**src/rtl/mdio_mgmt_pkg.sv**
```systemverilog
package mdio_mgmt_pkg;
  localparam int DATA_W     = 16;
  localparam int SEL_W      = 3;
  localparam int FLD_W      = 5;
  localparam int DIV_CNT_W  = 5;
  localparam int CLKSEL_W   = 2;
  localparam int CFG_RST_B  = 15;
  localparam int CMD_RD_B   = 0;
  localparam int IND_BUSY_B = 0;
  localparam int IND_NV_B   = 1;
  localparam int PHY_LSB    = 8;

  typedef enum logic [SEL_W-1:0] {
    RA_CFG   = 3'd0,
    RA_CMD   = 3'd1,
    RA_ADDR  = 3'd2,
    RA_WDATA = 3'd3,
    RA_RDATA = 3'd4,
    RA_IND   = 3'd5
  } reg_sel_e;

  typedef struct packed {
    logic              rd;
    logic [FLD_W-1:0]  phy;
    logic [FLD_W-1:0]  regn;
    logic [DATA_W-1:0] wdata;
  } mdio_req_t;

  // half MDC period minus one, in system clocks
  function automatic logic [DIV_CNT_W-1:0] half_lim(logic [CLKSEL_W-1:0] sel);
    case (sel)
      2'd0:    half_lim = 5'd1;
      2'd1:    half_lim = 5'd4;
      2'd2:    half_lim = 5'd9;
      default: half_lim = 5'd19;
    endcase
  endfunction
endpackage

```
**src/rtl/mdio_clkdiv.sv**
```systemverilog
module mdio_clkdiv
  import mdio_mgmt_pkg::*;
(
  input  logic                clk,
  input  logic                rst_n,
  input  logic                en,
  input  logic [CLKSEL_W-1:0] sel,
  output logic                mdc,
  output logic                rise_tick,
  output logic                fall_tick
);
  logic [DIV_CNT_W-1:0] cnt_q;
  logic [CLKSEL_W-1:0]  sel_q;
  logic                 mdc_q;
  logic                 at_lim;

  assign at_lim    = (cnt_q == half_lim(sel_q));
  assign rise_tick = en && at_lim && !mdc_q;
  assign fall_tick = en && at_lim && mdc_q;
  assign mdc       = mdc_q;

  always_ff @(posedge clk or negedge rst_n) begin
    if (!rst_n) begin
      cnt_q <= '0;
      mdc_q <= 1'b0;
      sel_q <= '1;
    end else if (!en) begin
      cnt_q <= '0;
      mdc_q <= 1'b0;
      sel_q <= sel;
    end else if (at_lim) begin
      cnt_q <= '0;
      mdc_q <= !mdc_q;
    end else begin
      cnt_q <= cnt_q + 1'b1;
    end
  end
endmodule

```
**src/rtl/mdio_regfile.sv**
```systemverilog
module mdio_regfile
  import mdio_mgmt_pkg::*;
(
  input  logic                clk,
  input  logic                rst_n,
  input  logic                reg_we,
  input  logic [SEL_W-1:0]    reg_addr,
  input  logic [DATA_W-1:0]   reg_wdata,
  output logic [DATA_W-1:0]   reg_rdata,
  input  logic                busy,
  input  logic                nv,
  input  logic [DATA_W-1:0]   rd_word,
  output logic [CLKSEL_W-1:0] clk_sel,
  output logic                soft_clr,
  output logic                launch,
  output mdio_req_t           req
);
  logic                rst_bit_q;
  logic [CLKSEL_W-1:0] sel_q;
  logic                cmd_rd_q;
  logic [FLD_W-1:0]    phy_q, regn_q;
  logic [DATA_W-1:0]   wdat_q;
  logic                wr_cfg, wr_cmd, wr_addr, wr_wdat;
  logic                go_wr, go_rd;

  assign wr_cfg  = reg_we && (reg_addr == RA_CFG);
  assign wr_cmd  = reg_we && (reg_addr == RA_CMD);
  assign wr_addr = reg_we && (reg_addr == RA_ADDR);
  assign wr_wdat = reg_we && (reg_addr == RA_WDATA);

  // reset is honoured already in the cycle of the setting write
  assign soft_clr = rst_bit_q || (wr_cfg && reg_wdata[CFG_RST_B]);
  assign go_wr    = wr_wdat;
  assign go_rd    = wr_cmd && reg_wdata[CMD_RD_B] && !cmd_rd_q;
  assign launch   = (go_wr || go_rd) && !soft_clr;

  assign req.rd    = go_rd;
  assign req.phy   = phy_q;
  assign req.regn  = regn_q;
  assign req.wdata = reg_wdata;
  assign clk_sel   = sel_q;

  always_ff @(posedge clk or negedge rst_n) begin
    if (!rst_n) begin
      rst_bit_q <= 1'b0;
      sel_q     <= '1;
      cmd_rd_q  <= 1'b0;
      phy_q     <= '0;
      regn_q    <= '0;
      wdat_q    <= '0;
    end else begin
      if (wr_cfg) begin
        rst_bit_q <= reg_wdata[CFG_RST_B];
        sel_q     <= reg_wdata[CLKSEL_W-1:0];
      end
      if (wr_cmd) cmd_rd_q <= reg_wdata[CMD_RD_B];
      if (wr_addr) begin
        phy_q  <= reg_wdata[PHY_LSB +: FLD_W];
        regn_q <= reg_wdata[FLD_W-1:0];
      end
      if (wr_wdat) wdat_q <= reg_wdata;
    end
  end

  always_comb begin
    reg_rdata = '0;
    case (reg_addr)
      RA_CFG: begin
        reg_rdata[CFG_RST_B]      = rst_bit_q;
        reg_rdata[CLKSEL_W-1:0]   = sel_q;
      end
      RA_CMD:   reg_rdata[CMD_RD_B] = cmd_rd_q;
      RA_ADDR: begin
        reg_rdata[PHY_LSB +: FLD_W] = phy_q;
        reg_rdata[FLD_W-1:0]        = regn_q;
      end
      RA_WDATA: reg_rdata = wdat_q;
      RA_RDATA: reg_rdata = rd_word;
      RA_IND: begin
        reg_rdata[IND_BUSY_B] = busy;
        reg_rdata[IND_NV_B]   = nv;
      end
      default:  reg_rdata = '0;
    endcase
  end
endmodule

```
**src/rtl/mdio_engine.sv**
```systemverilog
module mdio_engine
  import mdio_mgmt_pkg::*;
#(
  parameter int PRE_LEN = 32
) (
  input  logic              clk,
  input  logic              rst_n,
  input  logic              soft_clr,
  input  logic              launch,
  input  mdio_req_t         req,
  input  logic              rise_tick,
  input  logic              fall_tick,
  input  logic              mdio_i,
  output logic              busy,
  output logic              nv,
  output logic [DATA_W-1:0] rd_word,
  output logic              mdio_o,
  output logic              mdio_oe
);
  localparam int FRAME_LEN = PRE_LEN + 4 + 2*FLD_W + 2 + DATA_W;
  localparam int IDX_W     = $clog2(FRAME_LEN);
  localparam int TA_POS    = PRE_LEN + 4 + 2*FLD_W;
  localparam int DAT_POS   = TA_POS + 2;

  logic [FRAME_LEN-1:0] frame_q, frame_d;
  logic [IDX_W-1:0]     idx_q;
  logic                 busy_q, rd_q, nv_q;
  logic [DATA_W-1:0]    shift_q, word_q, shift_nx;
  logic                 last_bit, in_data, rd_phase;

  assign frame_d = {{PRE_LEN{1'b1}}, 2'b01,
                    (req.rd ? 2'b10 : 2'b01), req.phy, req.regn,
                    (req.rd ? 2'b11 : 2'b10),
                    (req.rd ? {DATA_W{1'b1}} : req.wdata)};
  assign last_bit = (idx_q == IDX_W'(FRAME_LEN-1));
  assign in_data  = (idx_q >= IDX_W'(DAT_POS));
  assign rd_phase = rd_q && (idx_q >= IDX_W'(TA_POS));
  assign shift_nx = {shift_q[DATA_W-2:0], mdio_i};

  assign busy    = busy_q;
  assign nv      = nv_q;
  assign rd_word = word_q;
  assign mdio_o  = frame_q[FRAME_LEN-1];
  assign mdio_oe = busy_q && !rd_phase;

  always_ff @(posedge clk or negedge rst_n) begin
    if (!rst_n) begin
      frame_q <= '0;
      idx_q   <= '0;
      busy_q  <= 1'b0;
      rd_q    <= 1'b0;
      nv_q    <= 1'b0;
      shift_q <= '0;
      word_q  <= '0;
    end else if (soft_clr) begin
      idx_q  <= '0;
      busy_q <= 1'b0;
      nv_q   <= 1'b0;
    end else if (!busy_q) begin
      if (launch) begin
        frame_q <= frame_d;
        idx_q   <= '0;
        busy_q  <= 1'b1;
        rd_q    <= req.rd;
        if (req.rd) nv_q <= 1'b1;
      end
    end else begin
      if (rise_tick && rd_q && in_data) begin
        shift_q <= shift_nx;
        if (last_bit) begin
          word_q <= shift_nx;
          nv_q   <= 1'b0;
        end
      end
      if (fall_tick) begin
        if (last_bit) begin
          busy_q <= 1'b0;
          idx_q  <= '0;
        end else begin
          idx_q   <= idx_q + 1'b1;
          frame_q <= {frame_q[FRAME_LEN-2:0], 1'b0};
        end
      end
    end
  end
endmodule

```
**src/rtl/mdio_mgmt_master.sv**
```systemverilog
module mdio_mgmt_master
  import mdio_mgmt_pkg::*;
#(
  parameter int PRE_LEN = 32
) (
  input  logic              clk,
  input  logic              rst_n,
  input  logic              reg_we,
  input  logic [SEL_W-1:0]  reg_addr,
  input  logic [DATA_W-1:0] reg_wdata,
  output logic [DATA_W-1:0] reg_rdata,
  output logic              mdc,
  output logic              mdio_o,
  output logic              mdio_oe,
  input  logic              mdio_i
);
  logic                busy, nv, soft_clr, launch;
  logic                rise_tick, fall_tick;
  logic [CLKSEL_W-1:0] clk_sel;
  logic [DATA_W-1:0]   rd_word;
  mdio_req_t           req;

  mdio_regfile u_regs (
    .clk(clk), .rst_n(rst_n), .reg_we(reg_we), .reg_addr(reg_addr),
    .reg_wdata(reg_wdata), .reg_rdata(reg_rdata), .busy(busy), .nv(nv),
    .rd_word(rd_word), .clk_sel(clk_sel), .soft_clr(soft_clr),
    .launch(launch), .req(req)
  );

  mdio_clkdiv u_div (
    .clk(clk), .rst_n(rst_n), .en(busy && !soft_clr), .sel(clk_sel),
    .mdc(mdc), .rise_tick(rise_tick), .fall_tick(fall_tick)
  );

  mdio_engine #(.PRE_LEN(PRE_LEN)) u_eng (
    .clk(clk), .rst_n(rst_n), .soft_clr(soft_clr), .launch(launch),
    .req(req), .rise_tick(rise_tick), .fall_tick(fall_tick),
    .mdio_i(mdio_i), .busy(busy), .nv(nv), .rd_word(rd_word),
    .mdio_o(mdio_o), .mdio_oe(mdio_oe)
  );
endmodule

```
**config.mk**
```make
export PLATFORM = sky130hd
export DESIGN_NAME = mdio_mgmt_master
export DESIGN_NICKNAME = d
export VERILOG_FILES = /design/src/rtl/mdio_mgmt_pkg.sv /design/src/rtl/mdio_clkdiv.sv /design/src/rtl/mdio_regfile.sv /design/src/rtl/mdio_engine.sv /design/src/rtl/mdio_mgmt_master.sv
export SDC_FILE = /design/constraint.sdc
export NUM_CORES = 1
export LEC_CHECK = 0
export ABC_AREA = 1
export BUFFER_PORTS_ARGS = -buffer_cell sky130_fd_sc_hd__buf_2
export CAP_MARGIN = 20
export CORE_ASPECT_RATIO = 0.8
export CORE_MARGIN = 1.5
export CORE_UTILIZATION = 25
export DETAILED_ROUTE_END_ITERATION = 8
export PLACE_DENSITY = 0.48
export SYNTH_ARGS = -nofsm -noshare
export SYNTH_HDL_FRONTEND = slang
export SYNTH_SLANG_ARGS = --single-unit
```
**constraint.sdc**
```tcl
create_clock -name clk -period 2.9 [get_ports clk]
set_input_delay 0.58 -clock clk [delete_from_list [all_inputs] [get_ports clk]]
set_output_delay 0.58 -clock clk [all_outputs]
set_load 0.005 [all_outputs]
```
### After elaboration in Yosys (flattened, before gate mapping)

Cells that the tools add are included.

* add/sub/neg operators: 2
* order comparisons: 2
* equality and inequality tests: 15
* multiplexer cells: 35
* bitwise operators: 2
* reduce and logical (&&, ||, !) cells: 33

Operator list (number)
* two-way mux 64 bit: 4
* two-way mux 6 bit: 5
* one-hot mux 5 bit (3 select lines): 2
* logical AND 1 bit: 16
* two-way mux 16 bit: 1
* two-way mux 1 bit: 14
* >= comparator 6 bit, second input constant: 2
* AND reduction 4 bit: 3
* two-way mux 5 bit: 2
* inequality test 3 bit, second input constant: 3
* one-hot mux 3 bit (3 select lines): 1
* adder 6 x 1 -> 6 bit, second input constant: 1
* == test 3 x 2 -> 1 bit, second input constant: 2
* == test 3 bit, second input constant: 2
* == test 6 bit, second input constant: 1
* inequality test 2 bit, second input constant: 3
* one-hot mux 1 bit (6 select lines): 1
* one-hot mux 3 bit (2 select lines): 1
* AND reduction 3 bit: 2
* nonzero test 3 bit: 2
* adder 5 x 1 -> 5 bit, second input constant: 1
* == test 5 bit: 1
* one-hot mux 1 bit (5 select lines): 1
* zero test 1 bit: 4
* other kinds (12): 14

* bits in registers: 142
* input bits: 23
* output and inout port bits: 19
* logic and storage cells: 105

### Longest topological paths before layout

* depth in word-level cells: 13
* gate-level depth with buffers: 12
* mapped depth without buffers: 11

### Cells and area by module

A second synthesis with hierarchy kept.

* cell total of the unflattened synthesis: 768
* area, all modules: 6531.3 sq um

Modules (own cells, without submodules)
* mdio_engine: instances 1, cells an instance 488, area an instance 4374.2 sq um, seq. area each 2602.5 sq um
* mdio_regfile: instances 1, cells an instance 220, area an instance 1687.9 sq um, seq. area each 753.2 sq um
* mdio_clkdiv: instances 1, cells an instance 58, area an instance 459.2 sq um, seq. area each 202.7 sq um
* mdio_mgmt_master: instances 1, cells an instance 2, area an instance 10.0 sq um, seq. area each 0.0 sq um

### Least setup slack after synthesis

OpenSTA, ideal clock, no wires.

* path kind: input -> output
* start point: input port reg_addr[1]
* end point: output port reg_rdata[13]
* arrival time: 1396 ps
* required time: 2320 ps
* setup slack: 924 ps
* stages: 7
* path buffers: 1
* path through: inv_1 nor2_1 nand2_1 inv_1 buf_1 nand2_1 o21ai_0

* longest elaborated chain between the ends: 2
* elaborated cells between the ends (all ways): 3
* those cells by class: eq/ne: 2; mux: 1

RTL lines
* from (decl): RTL line mdio_mgmt_master.sv:9 `input logic [SEL_W-1:0] reg_addr,`
* == test 3 bit / == test 3 x 2 -> 1 bit (equally long branches): RTL line mdio_regfile.sv:67 `case (reg_addr)`
* one-hot mux 2 bit (2 select lines) *: RTL line mdio_regfile.sv:67
* to (decl): RTL line mdio_mgmt_master.sv:11 `output logic [DATA_W-1:0] reg_rdata,`

Mark *: on every way between the ends. The rest lies on a longest branch, timed or not.

### Worst setup path after layout

* start point: register u_eng.idx_q[1]
* end point: register u_eng.frame_q[6]

* longest elaborated chain between the ends: 3

RTL lines
* from (decl): RTL line mdio_engine.sv:26 `logic [IDX_W-1:0] idx_q;`
* from (signal assigned): RTL line mdio_engine.sv:80 `idx_q <= idx_q + 1'b1;`
* == test 6 bit: RTL line mdio_engine.sv:35 `assign last_bit = (idx_q == IDX_W'(FRAME_LEN-1));`
* inequality test 2 bit (no line)
* AND reduction 4 bit (no line)
* to (signal assigned): RTL line mdio_engine.sv:61 `frame_q <= frame_d;`
* to (signal assigned): RTL line mdio_engine.sv:81 `frame_q <= {frame_q[FRAME_LEN-2:0], 1'b0};`
* to (decl): RTL line mdio_engine.sv:25 `logic [FRAME_LEN-1:0] frame_q, frame_d;`

Every way passes these cells.
A chain may end at the register's enable or synchronous reset.

==> reports/results.tsv <==
metric	value	unit
run status	finished, final reports clean	
Die Area	0.0290	sq mm
Primary FF master, synth	dfrtp_1	
WP data required	3.21	ns
Core Rows	54	
non-filler cells, final	1247	
Synth warnings	0	
Final Critical Period	2.50	ns
cell area after synthesis	0.00700	sq mm
Bufs and invs on worst path	0	
core box area	0.0274	sq mm
clk buf depth	2	
Leak	3.96	nW
CTS tree	done	
# IOs	42	
Crit. Startpoint	u_eng.idx_q[1]	
Nets	897	
Worst IR Drop VDD	0.421	mV
cell taking the most area after synthesis	dfrtp_1	
RSZ-0062 raised after global routing	no	
Post-synth top cells	nand2_1, dfrtp_1, o21ai_0	
Worst-Skew Late Latency	0.42	ns
final setup fails	0	
cells on worst reg2reg path	9	
DP Worst Slack	0.347	ns
fin crit share	0.862	
total power	6.05	mW
Worst R2R Start	u_eng.idx_q[1]	
die width	190	microns
Critical Path AT	2.81	ns
post-synth top area share	0.493	
fin worst setup slack	0.400	ns
type of the most critical hold path	in2async	
vias	5391	
Die Ht	153	microns
Max Fclk	400	MHz
fill count	3042	
most frequent cell after synthesis	nand2_1	
hold_buf cts	0	
measured slew at the worst slew-check pin	0.835	ns
share of cells above drive strength 1	0.181	
Syn Inst Count	843	
worst relative slew slack	0.443	
CP cell instances	ha_1, nand3_2, nor2_2, nor2_1, nand3_2, nand2_4, nand2_4, nand2_1, nand2_1	
GPL Wtd Cong	0.772	
drt first pass iters	4	
placed cell count	1215	
Crit path largest cell delay	0.47	ns
Root Buffer	clkbuf_16	
global-route wire length before repair	28.2	mm
cts bufs inserted	17	
syn nets	870	
final wirelength	16.7	mm
Max-cap violations	0	
P&R area growth vs syn	15.1	%
total global-route track usage	0.122	
vias per std cell	4.32	
largest net degree at the start of global routing	65	
ANT nets after route	0	
cell area power density	751	mW/mm^2
EDFF count, synth	0	
Overflow after GRT	0	
Crit path depth	9	
Port Buffers	41	
Critical Path Sink Type	flip-flop	
First DRT Iteration DRCs	405	
synth unique cells	39	
max-slew violations	0	
skew final	0.00919	ns
WL/cell	13.4	microns
post-synthesis sequential area ratio	0.508	
DP Area	0.00751	sq mm
TritonCTS Sinks	142	
design area	0.00806	sq mm
antenna fix cells	0	
H-tree levels	4	
Fin Setup TNS	0	ns
Clk pin slew, worst setup/hold paths	0.06	ns
worst setup path category	reg2reg	
Setup Fix Bufs, Post-CTS	0	
initial antenna violation count	0	
Post-CTS Resized	0	
crit path max fanout	64	
crit path launch type	flip-flop	
Mapped Avg Cell Area	8.31	sq um
initial core utilization	0.255	
Synth area leaders	dfrtp_1, nand2_1, o21ai_0	
Fin. Hold Viols	0	
Detailed Place HPWL	10.9	mm
vias in the first global route	5294	
Worst path slowest cell	nand2_4	
Synth Register Bits	142	
CP top delay family	simple AND/OR/NAND/NOR gates	
DRC viols	0	
Async S/R FF share, synth	1.00	
metal layers:
metal,vias up,routed length [microns],track usage
met1,2580,8960,0.180
met4,0,162,0.0351
met2,60,7030,0.176
met3,12,554,0.0286
met5,-,0,0
li1,2739,-,-
report_power, final:
group / leakage (nW) / switching (mW) / internal [mW]
clock network: 0.268 / 0.885 / 1.23
registers: 1.70 / 0.272 / 2.52
logic: 2.00 / 0.738 / 0.409
total: 3.96 / 1.90 / 4.15
cells by family (layout without fill, tap and decap cells):
family / after synthesis / count (layout) / share of synthesized area
simple gates: 450 / 450 / 0.305
flops: 142 / 142 / 0.508
buf+inv: 121 / 161 / 0.0804
xor+xnor: 4 / 4 / 0.00500
compound gates: 122 / 122 / 0.0944
fa+ha+maj: 4 / 4 / 0.00715
flip-flops by register name, indices dropped and copies added, names as in the netlist, 2 cells and up:
signal          cells
u_regs.wdat_q      16
u_eng.idx_q         6
u_regs.clk_sel      2
u_eng.rd_word      16
u_div.sel_q         2
u_eng.shift_q      15
u_eng.frame_q      64
u_div.cnt_q         5
u_regs.regn_q       5
u_regs.phy_q        5
final cells by class:
type | count | area (sq um) | area share
clock buffers | 23 | 468 | 0.0581
clock inverters | 9 | 86.3 | 0.0107
inverters | 76 | 285 | 0.0354
multi-input cells | 580 | 2880 | 0.357
flip-flops and latches | 142 | 3560 | 0.441
well taps | 364 | 455 | 0.0565
repair buffers | 53 | 327 | 0.0405
worst register-to-register path: stages (launching register included):
cell and delay (ns):
dfrtp_1 0.43, ha_1 0.26, nand3_2 0.21, nor2_2 0.09, nor2_1 0.23, nand3_2 0.14
nand2_4 0.28, nand2_4 0.47, nand2_1 0.20, nand2_1 0.07
placed cells by master (no fill, tap or decap), drive strengths merged, types with 4 or more instances in the layout:
cell	Yosys	routed
or2	37	37
ha	4	4
dfstp	4	4
clkbuf	18	23
nand3	78	78
buf	27	53
nor2	42	42
a21oi	9	9
nand4	6	6
o21ai	96	96
clkinv	0	5
nand2	286	286
inv	76	77
dfrtp	138	138
o221ai	9	9
per-stage QoR:
stage / utilization / hold slack (ns)
after floorplan: - / 0.284
after global placement: 0.274 / 0.447
after CTS: 0.294 / 0.161
after global routing: 0.294 / 0.190
final: 0.294 / 0.146
after detailed placement: 0.274 / 0.451
path summary, 6_finish.rpt:
kind	endpoint	slack, ns
worst max-delay path	u_eng.frame_q[6]	0.40
worst min-delay path	u_eng.shift_q[9]	0.15
worst max register to register	u_eng.frame_q[6]	0.40
worst min register to register	u_eng.frame_q[43]	0.46
max in group asynchronous	u_div.sel_q[0]	1.99
min in group clk	u_eng.rd_word[0]	0.39
No activity file was read; power rests on OpenSTA's default activity.
